**src/rtl/pmfix_pkg.sv**
```systemverilog
package pmfix_pkg;
    localparam int REG_W = 16;

    // status bits that software may clear by writing one
    localparam logic [REG_W-1:0] STS_W1C   = 16'h8710;
    // enable bits that are retained on a write
    localparam logic [REG_W-1:0] EN_KEEP   = 16'h0120;
    // control bits never stored from a write (bit 0 comes from the mode flag)
    localparam logic [REG_W-1:0] CTL_DROP  = 16'hE003;
    localparam int               SLP_EN_B  = 13;
    localparam int               SLP_TYP_L = 10;
    localparam int               PWRBTN_B  = 8;
    localparam int               TMR_B     = 0;

    // enable/status pairs that can raise the interrupt
    localparam int NPAIR = 5;
    localparam logic [NPAIR-1:0][3:0] PAIR_BITS = {4'd10, 4'd9, 4'd8, 4'd5, 4'd0};

    function automatic logic [REG_W-1:0] pair_mask();
        logic [REG_W-1:0] m;
        m = '0;
        for (int i = 0; i < NPAIR; i++) m[PAIR_BITS[i]] = 1'b1;
        return m;
    endfunction

    typedef enum logic [2:0] {
        SEL_NONE,
        SEL_STS,
        SEL_EN,
        SEL_CTL,
        SEL_CMD
    } sel_t;

    typedef struct packed {
        logic [REG_W-1:0] sts;
        logic [REG_W-1:0] en;
        logic [REG_W-1:0] ctl;
        logic             acpi_on;
        logic             soff;
    } pm_state_t;
endpackage

```
**src/rtl/pmfix_decode.sv**
```systemverilog
module pmfix_decode
    import pmfix_pkg::*;
#(
    parameter int ADDR_W = 16,
    parameter int SIZE_W = 3,
    parameter logic [ADDR_W-1:0] EVT_BASE = 'h0400,
    parameter logic [ADDR_W-1:0] CTL_ADDR = 'h0404,
    parameter logic [ADDR_W-1:0] CMD_ADDR = 'h00B2
) (
    input  logic [ADDR_W-1:0] addr,
    input  logic [SIZE_W-1:0] size,
    input  logic              rd,
    input  logic              wr,
    output sel_t              sel,
    output logic              size_bad
);
    localparam logic [ADDR_W-1:0] EN_ADDR = EVT_BASE + ADDR_W'(2);
    localparam logic [SIZE_W-1:0] SZ_WORD = SIZE_W'(2);
    localparam logic [SIZE_W-1:0] SZ_BYTE = SIZE_W'(1);

    always_comb begin
        if (addr == EVT_BASE)      sel = SEL_STS;
        else if (addr == EN_ADDR)  sel = SEL_EN;
        else if (addr == CTL_ADDR) sel = SEL_CTL;
        else if (addr == CMD_ADDR) sel = SEL_CMD;
        else                       sel = SEL_NONE;
    end

    always_comb begin
        case (sel)
            SEL_STS, SEL_EN, SEL_CTL: size_bad = (rd | wr) && (size != SZ_WORD);
            SEL_CMD:                  size_bad = wr && (size != SZ_BYTE);
            default:                  size_bad = 1'b0;
        endcase
    end
endmodule

```
**src/rtl/pmfix_sci.sv**
```systemverilog
module pmfix_sci
    import pmfix_pkg::*;
(
    input  logic [REG_W-1:0] sts,
    input  logic [REG_W-1:0] en,
    output logic             need
);
    localparam logic [REG_W-1:0] PMASK = pair_mask();

    logic [REG_W-1:0] both;
    logic [NPAIR-1:0] hit;

    assign both = sts & en & PMASK;

    for (genvar g = 0; g < NPAIR; g++) begin : g_pair
        assign hit[g] = both[PAIR_BITS[g]];
    end

    assign need = |hit;
endmodule

```
**src/rtl/pmfix_regs.sv**
```systemverilog
module pmfix_regs
    import pmfix_pkg::*;
#(
    parameter int ADDR_W = 16,
    parameter int SIZE_W = 3,
    parameter int DATA_W = 16,
    parameter logic [ADDR_W-1:0] EVT_BASE = 'h0400,
    parameter logic [ADDR_W-1:0] CTL_ADDR = 'h0404,
    parameter logic [ADDR_W-1:0] CMD_ADDR = 'h00B2,
    parameter logic [7:0] CMD_ON  = 8'hA0,
    parameter logic [7:0] CMD_OFF = 8'hA1,
    parameter logic [2:0] SOFF_TYP = 3'd5
) (
    input  logic              clk,
    input  logic              rst_n,
    input  logic [ADDR_W-1:0] io_addr,
    input  logic [SIZE_W-1:0] io_size,
    input  logic              io_rd,
    input  logic              io_wr,
    input  logic [DATA_W-1:0] io_wdata,
    output logic [DATA_W-1:0] io_rdata,
    output logic              io_err,
    input  logic              pwrbtn_evt,
    input  logic              tmr_ovf,
    output logic              sci_n,
    output logic              soft_off
);
    localparam logic [DATA_W-1:0] CMD_RDVAL = DATA_W'(8'hFF);

    sel_t             sel;
    logic             size_bad;
    logic             wr_go;
    logic             need_sci;
    logic [REG_W-1:0] wd;
    pm_state_t        q, d;
    logic             sci_q;

    assign wd = io_wdata[REG_W-1:0];

    pmfix_decode #(
        .ADDR_W  (ADDR_W),
        .SIZE_W  (SIZE_W),
        .EVT_BASE(EVT_BASE),
        .CTL_ADDR(CTL_ADDR),
        .CMD_ADDR(CMD_ADDR)
    ) u_dec (
        .addr    (io_addr),
        .size    (io_size),
        .rd      (io_rd),
        .wr      (io_wr),
        .sel     (sel),
        .size_bad(size_bad)
    );

    assign wr_go  = io_wr && !size_bad;
    assign io_err = size_bad;

    // next-state computation
    always_comb begin
        d          = q;
        d.soff     = 1'b0;
        d.sts[TMR_B] = tmr_ovf;
        if (wr_go) begin
            case (sel)
                SEL_STS: d.sts = {q.sts[REG_W-1:1] & ~(wd[REG_W-1:1] & STS_W1C[REG_W-1:1]), tmr_ovf};
                SEL_EN:  d.en  = wd & EN_KEEP;
                SEL_CTL: begin
                    d.ctl  = wd & ~CTL_DROP;
                    d.soff = wd[SLP_EN_B] && (wd[SLP_TYP_L+2:SLP_TYP_L] == SOFF_TYP);
                end
                SEL_CMD: begin
                    if (wd[7:0] == CMD_ON)       d.acpi_on = 1'b1;
                    else if (wd[7:0] == CMD_OFF) d.acpi_on = 1'b0;
                end
                default: ;
            endcase
        end
        // an armed press wins over a clearing write in the same cycle
        if (pwrbtn_evt && q.acpi_on) d.sts[PWRBTN_B] = 1'b1;
    end

    pmfix_sci u_sci (
        .sts (d.sts),
        .en  (d.en),
        .need(need_sci)
    );

    always_ff @(posedge clk or negedge rst_n) begin
        if (!rst_n) begin
            q     <= '0;
            sci_q <= 1'b1;
        end else begin
            q     <= d;
            sci_q <= ~need_sci;
        end
    end

    // read return
    always_comb begin
        io_rdata = '0;
        if (io_rd && !size_bad) begin
            case (sel)
                SEL_STS: io_rdata = DATA_W'(q.sts);
                SEL_EN:  io_rdata = DATA_W'(q.en);
                SEL_CTL: io_rdata = DATA_W'({q.ctl[REG_W-1:1], q.acpi_on});
                SEL_CMD: io_rdata = CMD_RDVAL;
                default: io_rdata = '0;
            endcase
        end
    end

    assign sci_n    = sci_q;
    assign soft_off = q.soff;
endmodule

```
**config.mk**
```make
export PLATFORM = sky130hd
export DESIGN_NAME = pmfix_regs
export DESIGN_NICKNAME = d
export VERILOG_FILES = /design/src/rtl/pmfix_pkg.sv /design/src/rtl/pmfix_decode.sv /design/src/rtl/pmfix_sci.sv /design/src/rtl/pmfix_regs.sv
export SDC_FILE = /design/constraint.sdc
export NUM_CORES = 1
export LEC_CHECK = 0
export ABC_AREA = 1
export BUFFER_PORTS_ARGS = -buffer_cell sky130_fd_sc_hd__clkbuf_2
export CORE_MARGIN = 3
export CORE_UTILIZATION = 30
export DETAILED_ROUTE_END_ITERATION = 16
export PLACE_DENSITY = 0.55
export SYNTH_ARGS = -nofsm -noshare
export SYNTH_HDL_FRONTEND = slang
export SYNTH_HIERARCHICAL = 1
export SYNTH_SLANG_ARGS = --single-unit
```
**constraint.sdc**
```tcl
create_clock -name clk -period 3.3 [get_ports clk]
set_input_delay 0.495 -clock clk [delete_from_list [all_inputs] [get_ports clk]]
set_output_delay 0.495 -clock clk [all_outputs]
set_load 0.005 [all_outputs]
```
**After elaboration in Yosys (flattened, before gate mapping)**

Cells that the tools add are included.

- Register bits: 46
- Word-level logic and storage cells: 52

- Muxes and demuxes: 16
- Reduce and logical (&&, ||, !) cells: 12
- Bitwise logic cells: 5
- Equal/unequal tests: 13

Operators with widths:

| operator | number |
|---|---|
| one-hot mux 16 bit (4 select lines) | 1 |
| two-way mux 50 bit | 1 |
| equality test 16 x 11 -> 1 bit (second input constant) | 3 |
| two-way mux 16 bit | 3 |
| equality test 16 x 8 -> 1 bit (second input constant) | 1 |
| equality test 8 bit (second input constant) | 2 |
| AND 15 bit | 1 |
| NOT 15 bit | 1 |
| two-way mux 13 bit | 1 |
| two-way mux 3 bit | 4 |
| AND 11 bit | 1 |
| equality test 3 x 2 -> 1 bit (second input constant) | 2 |
| equality test 3 bit (second input constant) | 2 |
| logical AND 1 bit | 6 |
| two-way mux 1 bit | 5 |
| OR reduction 5 bit | 1 |
| equality test 3 x 1 -> 1 bit (second input constant) | 1 |
| != test 3 x 1 -> 1 bit (second input constant) | 1 |
| != test 3 x 2 -> 1 bit (second input constant) | 1 |
| AND reduction 3 bit | 1 |
| OR reduction 3 bit | 1 |
| one-hot mux 1 bit (2 select lines) | 1 |
| AND reduction 2 bit | 1 |
| nonzero test 2 bit | 1 |
| 3 further kinds | 3 |

**Logic depth before layout (Yosys ltp)**

- Depth in word-level cells: 15
- Depth in mapped cells: 18
- Depth with buffers taken out: 18

**By module**

Netlist, hierarchy kept.

Modules (own cells, without submodules):

| module | area an instance (µm²) | instances | cells an instance |
|---|---|---|---|
| pmfix_regs | 1734.2 | 1 | 228 |
| pmfix_decode | 185.2 | 1 | 40 |
| pmfix_sci | 41.3 | 1 | 11 |

**Worst setup path before layout**

No wires, ideal clock.

- Path kind: input -> output
- Start: input port io_addr[15]
- End: output port io_rdata[2]
- Buffers on the path: 1
- Stages: 11
- Data arrival time: 1778 ps
- Path slack: 1027 ps
- Path through: nor2_1 nand2_2 nor4_1 inv_1 nand2_2 nor2_4 buf_6 nand2_1 nand2_1 nor2_1 nor2_1

- Cells in the longest elaborated chain, start to end: 11
- Elaborated cells on any way between the ends: 18
- Those cells by class: eq/ne (8); mux (7); reduce/logical (3)

RTL lines:

| what | line | text |
|---|---|---|
| from (decl) | pmfix_regs.sv:16 | `input logic [ADDR_W-1:0] io_addr,` |
| equality test 16 x 8 -> 1 bit | pmfix_decode.sv:25 | `else if (addr == CMD_ADDR) sel = SEL_CMD;` |
| two-way mux 3 bit | pmfix_decode.sv:25 |  |
| two-way mux 3 bit | pmfix_decode.sv:24 | `else if (addr == CTL_ADDR) sel = SEL_CTL;` |
| two-way mux 3 bit | pmfix_decode.sv:23 | `else if (addr == EN_ADDR) sel = SEL_EN;` |
| two-way mux 3 bit (*) | pmfix_decode.sv:22 | `if (addr == EVT_BASE) sel = SEL_STS;` |
| named net sel[2] | pmfix_regs.sv:30 | `sel_t sel;` |
| equality test 3 x 1 -> 1 bit / equality test 3 x 2 -> 1 bit (equally long branches) | pmfix_decode.sv:30, pmfix_regs.sv:102 |  |
| OR reduction 3 bit | pmfix_decode.sv:30 | `case (sel)` |
| one-hot mux 1 bit (2 select lines) | pmfix_decode.sv:30 |  |
| logical NOT 1 bit | pmfix_regs.sv:101 | `if (io_rd && !size_bad) begin` |
| logical AND 1 bit | pmfix_regs.sv:101 |  |
| two-way mux 16 bit (*) | pmfix_regs.sv:101 |  |
| to (decl) | pmfix_regs.sv:21 | `output logic [DATA_W-1:0] io_rdata,` |

The timed path passes the listed nets; every way through them passes the cells marked *.

**Worst setup path in the final report**

- Start: input port io_addr[2]
- End: output port io_rdata[6]

Same word-level chain as after synthesis.

==> impl_metrics.ini <==
[synth]
synth_top_cell_by_area = dfrtp_1
synthTopCellsByArea = dfrtp_1, nand2_1, nor2_1, inv_1, buf_6
synth_edf_count = 0
synthTopCellsByCount = nand2_1, nor2_1, inv_1
synth_top_area_share_pct = 44.67
yosysSeqAreaShare_pct = 46.01
synth_area_mm2 = 0.001961
yosysMostFrequentCell = nand2_1
syn_inst = 279
syn-num-nets = 320
synth_ff_type = dfrtp_1
async_flop_share_pct = 100.0
synth.avg_cell_area_um2 = 7.027
yosysWarnings = 6
synth-seq-cells = 36
synth.distinct_cells = 24

[setup_path]
cp_top_family = simple AND/OR/NAND/NOR gates
worst-path-buf-inv = 3
ff2ff_setup_slack_ns = 2.39
path_max_fanout = 13
arrival_ns = 2.15
critPathSlowestCell = nor4_1
endpoint_kind = primary output
max_stage_delay_ns = 0.50
path_cells = clkbuf_2 -> nor2_1 -> nand2_1 -> nor4_1 -> inv_1 -> nand2_2 -> nor2_4 -> nand2_1 -> nand2_1 -> nor2_1 -> nor2_1 -> clkbuf_2
crit_required_ns = 2.80
critPathLaunchType = input port
critical_path_class = input port to primary output

[sta]
post-route-period-util_pct = 80.09
maxSlewViolCount = 0
finalHoldViolations = 0
max-slew-margin-rel_pct = 40.00
grt_setup_unrepaired = no
setup_viol = 0
finalCriticalPeriod_ns = 2.643
finClkSkew_ns = 0.0005933
max_freq_mhz = 378.4
worst_slew_pin_slew_ns = 0.9000
fin_setup_tns_ns = 0

[clocking]
hold_buffers = 0
postCtsSetupBuffers = 0
cts_tree = built
cts_htree_levels = 2
cts_num_sinks = 36
post_cts_resized = 0
clk_pin_slew_worst_paths_ns = 0.07
clockBufferDepth = 2
clk_latency_ns = 0.28
clockRootBuffer = clkbuf_8
cts_buffers = 5

[power_and_ir_drop]
swShare_pct = 23.42
seqPwrFrac_pct = 53.6
p_int_uw = 631.9
clkPwrFrac_pct = 39.4
p_leak_nw = 1.445
vdd_ir_drop_max_uv = 168.3
combPwrFrac_pct = 7.0
p_switching_uw = 193.2
power.density_mw_per_mm2 = 342.4

[drt]
avgRoutedWirePerCell_um = 11.27
wirelength_um = 4711
drc = 0
num_vias = 1800
dr.pass1.iters = 5
viasPerCell = 4.306
drt_iter0_drc = 56
drtAntennaViolNets = 0

[die]
die_width_um = 86.84
start_util_pct = 31.98
num_rows = 28
core_mm2 = 0.006131
io_pins = 60
fp.dieH_um = 86.84
dieArea_mm2 = 0.007541

[cells_and_area]
fillers = 676
final_cell_count_no_fill = 418
fin_nets = 383
postLayoutCoreUtil_pct = 39.31
drive_gt1_share_pct = 25.66
num_antenna_cells = 0
area_growth_pct = 22.91
fin_area_mm2 = 0.002410

[grt]
grt_pass1_vias = 1688
grtUsageTotal_pct = 13.68
grt-ovfl-total = 0
grt_max_degree = 37
antenna_found_initial = 0
grt_pass1_wl_um = 7983

[flow_run]
drv_cap = 0

[placed_design]
dp.cells = 410
dp_hpwl_um = 3627
placed_area_mm2 = 0.002317
gp_congestion = 0.7279
io_buffers = 58

[outcome]
status = finished clean

[hold_path]
hold_path.class = input port to asynchronous set/reset pin
## registers in the layout, summed over array words and instances (netlist names)
signal	flops
sci_n	1
q	34
soft_off	1
## cell families after synthesis
logic type             Yosys count  share of synthesized area, %
AND/OR/NAND/NOR                182                         39.44
flip-flops                      36                         46.01
AO/OA/AOI/OAI                   12                         3.382
other                            1                        0.1913
buffers and inverters           48                         10.98
## cell usage in the layout (no fill, tap or decap), drive strengths merged
cell	instances
a21oi	4
a31oi	4
o21ai	3
inv	42
dfrtp	35
o22ai	1
dfstp	1
nand4	2
nor4	1
nand3	8
buf	3
clkbuf	64
nor2	59
clkinv	3
nand2	109
conb	1
nor3	3
## routing by layer
layer,up-vias,share of wire (%),track usage (%)
met5,-,0,0
met4,0,1.3,5.524
met3,5,3.8,2.376
met2,32,48,20.91
met1,810,47,19.10
li1,953,-,-
## per-stage QoR
| step | hold slack, ns | power, mW | worst slack, ns |
|---|---|---|---|
| floorplan | 0.1994 | 0.4683 | 1.027 |
| global placement | 0.4616 | 0.5097 | 0.6600 |
| detailed placement | 0.4671 | 0.5104 | 0.6383 |
| CTS | 0.3202 | 0.8378 | 0.6298 |
| global route | 0.3178 | 0.8625 | 0.3989 |
| finish | 0.3230 | 0.8251 | 0.6571 |
## path summary, 6_finish.rpt
check                                         end              start  cells past startpoint
worst max-delay path                  io_rdata[6]         io_addr[2]                     12
worst min-delay path              q[25]$_DFF_PN0_              rst_n                      1
worst max register to register    sci_n$_DFF_PN1_   q[1]$_DFFE_PN0P_                      7
worst min register to register  q[12]$_DFFE_PN0P_  q[12]$_DFFE_PN0P_                      2
max in group asynchronous         q[34]$_DFF_PN0_              rst_n                      1
min in group clk                  q[34]$_DFF_PN0_            tmr_ovf                      1
## layout make-up
class | count | area (um^2) | area share, %
sequential | 36 | 902.1 | 37.44
tap | 75 | 93.84 | 3.894
multi-input combinational | 195 | 843.3 | 34.99
inverter | 43 | 165.2 | 6.854
clock buffer | 6 | 82.58 | 3.427
clock inverter | 2 | 10.01 | 0.4154
timing repair buffer | 61 | 312.8 | 12.98
## power groups by stage
stage	clock network [mW]	logic [mW]	registers, mW
after floorplan	0	0.0176	0.451
after global placement	0	0.0590	0.451
after detailed placement	0	0.0597	0.451
final	0.325	0.0579	0.442
after CTS	0.336	0.0599	0.442
after global routing	0.353	0.0672	0.442
Note: power is estimated with default switching activity, not from simulation.
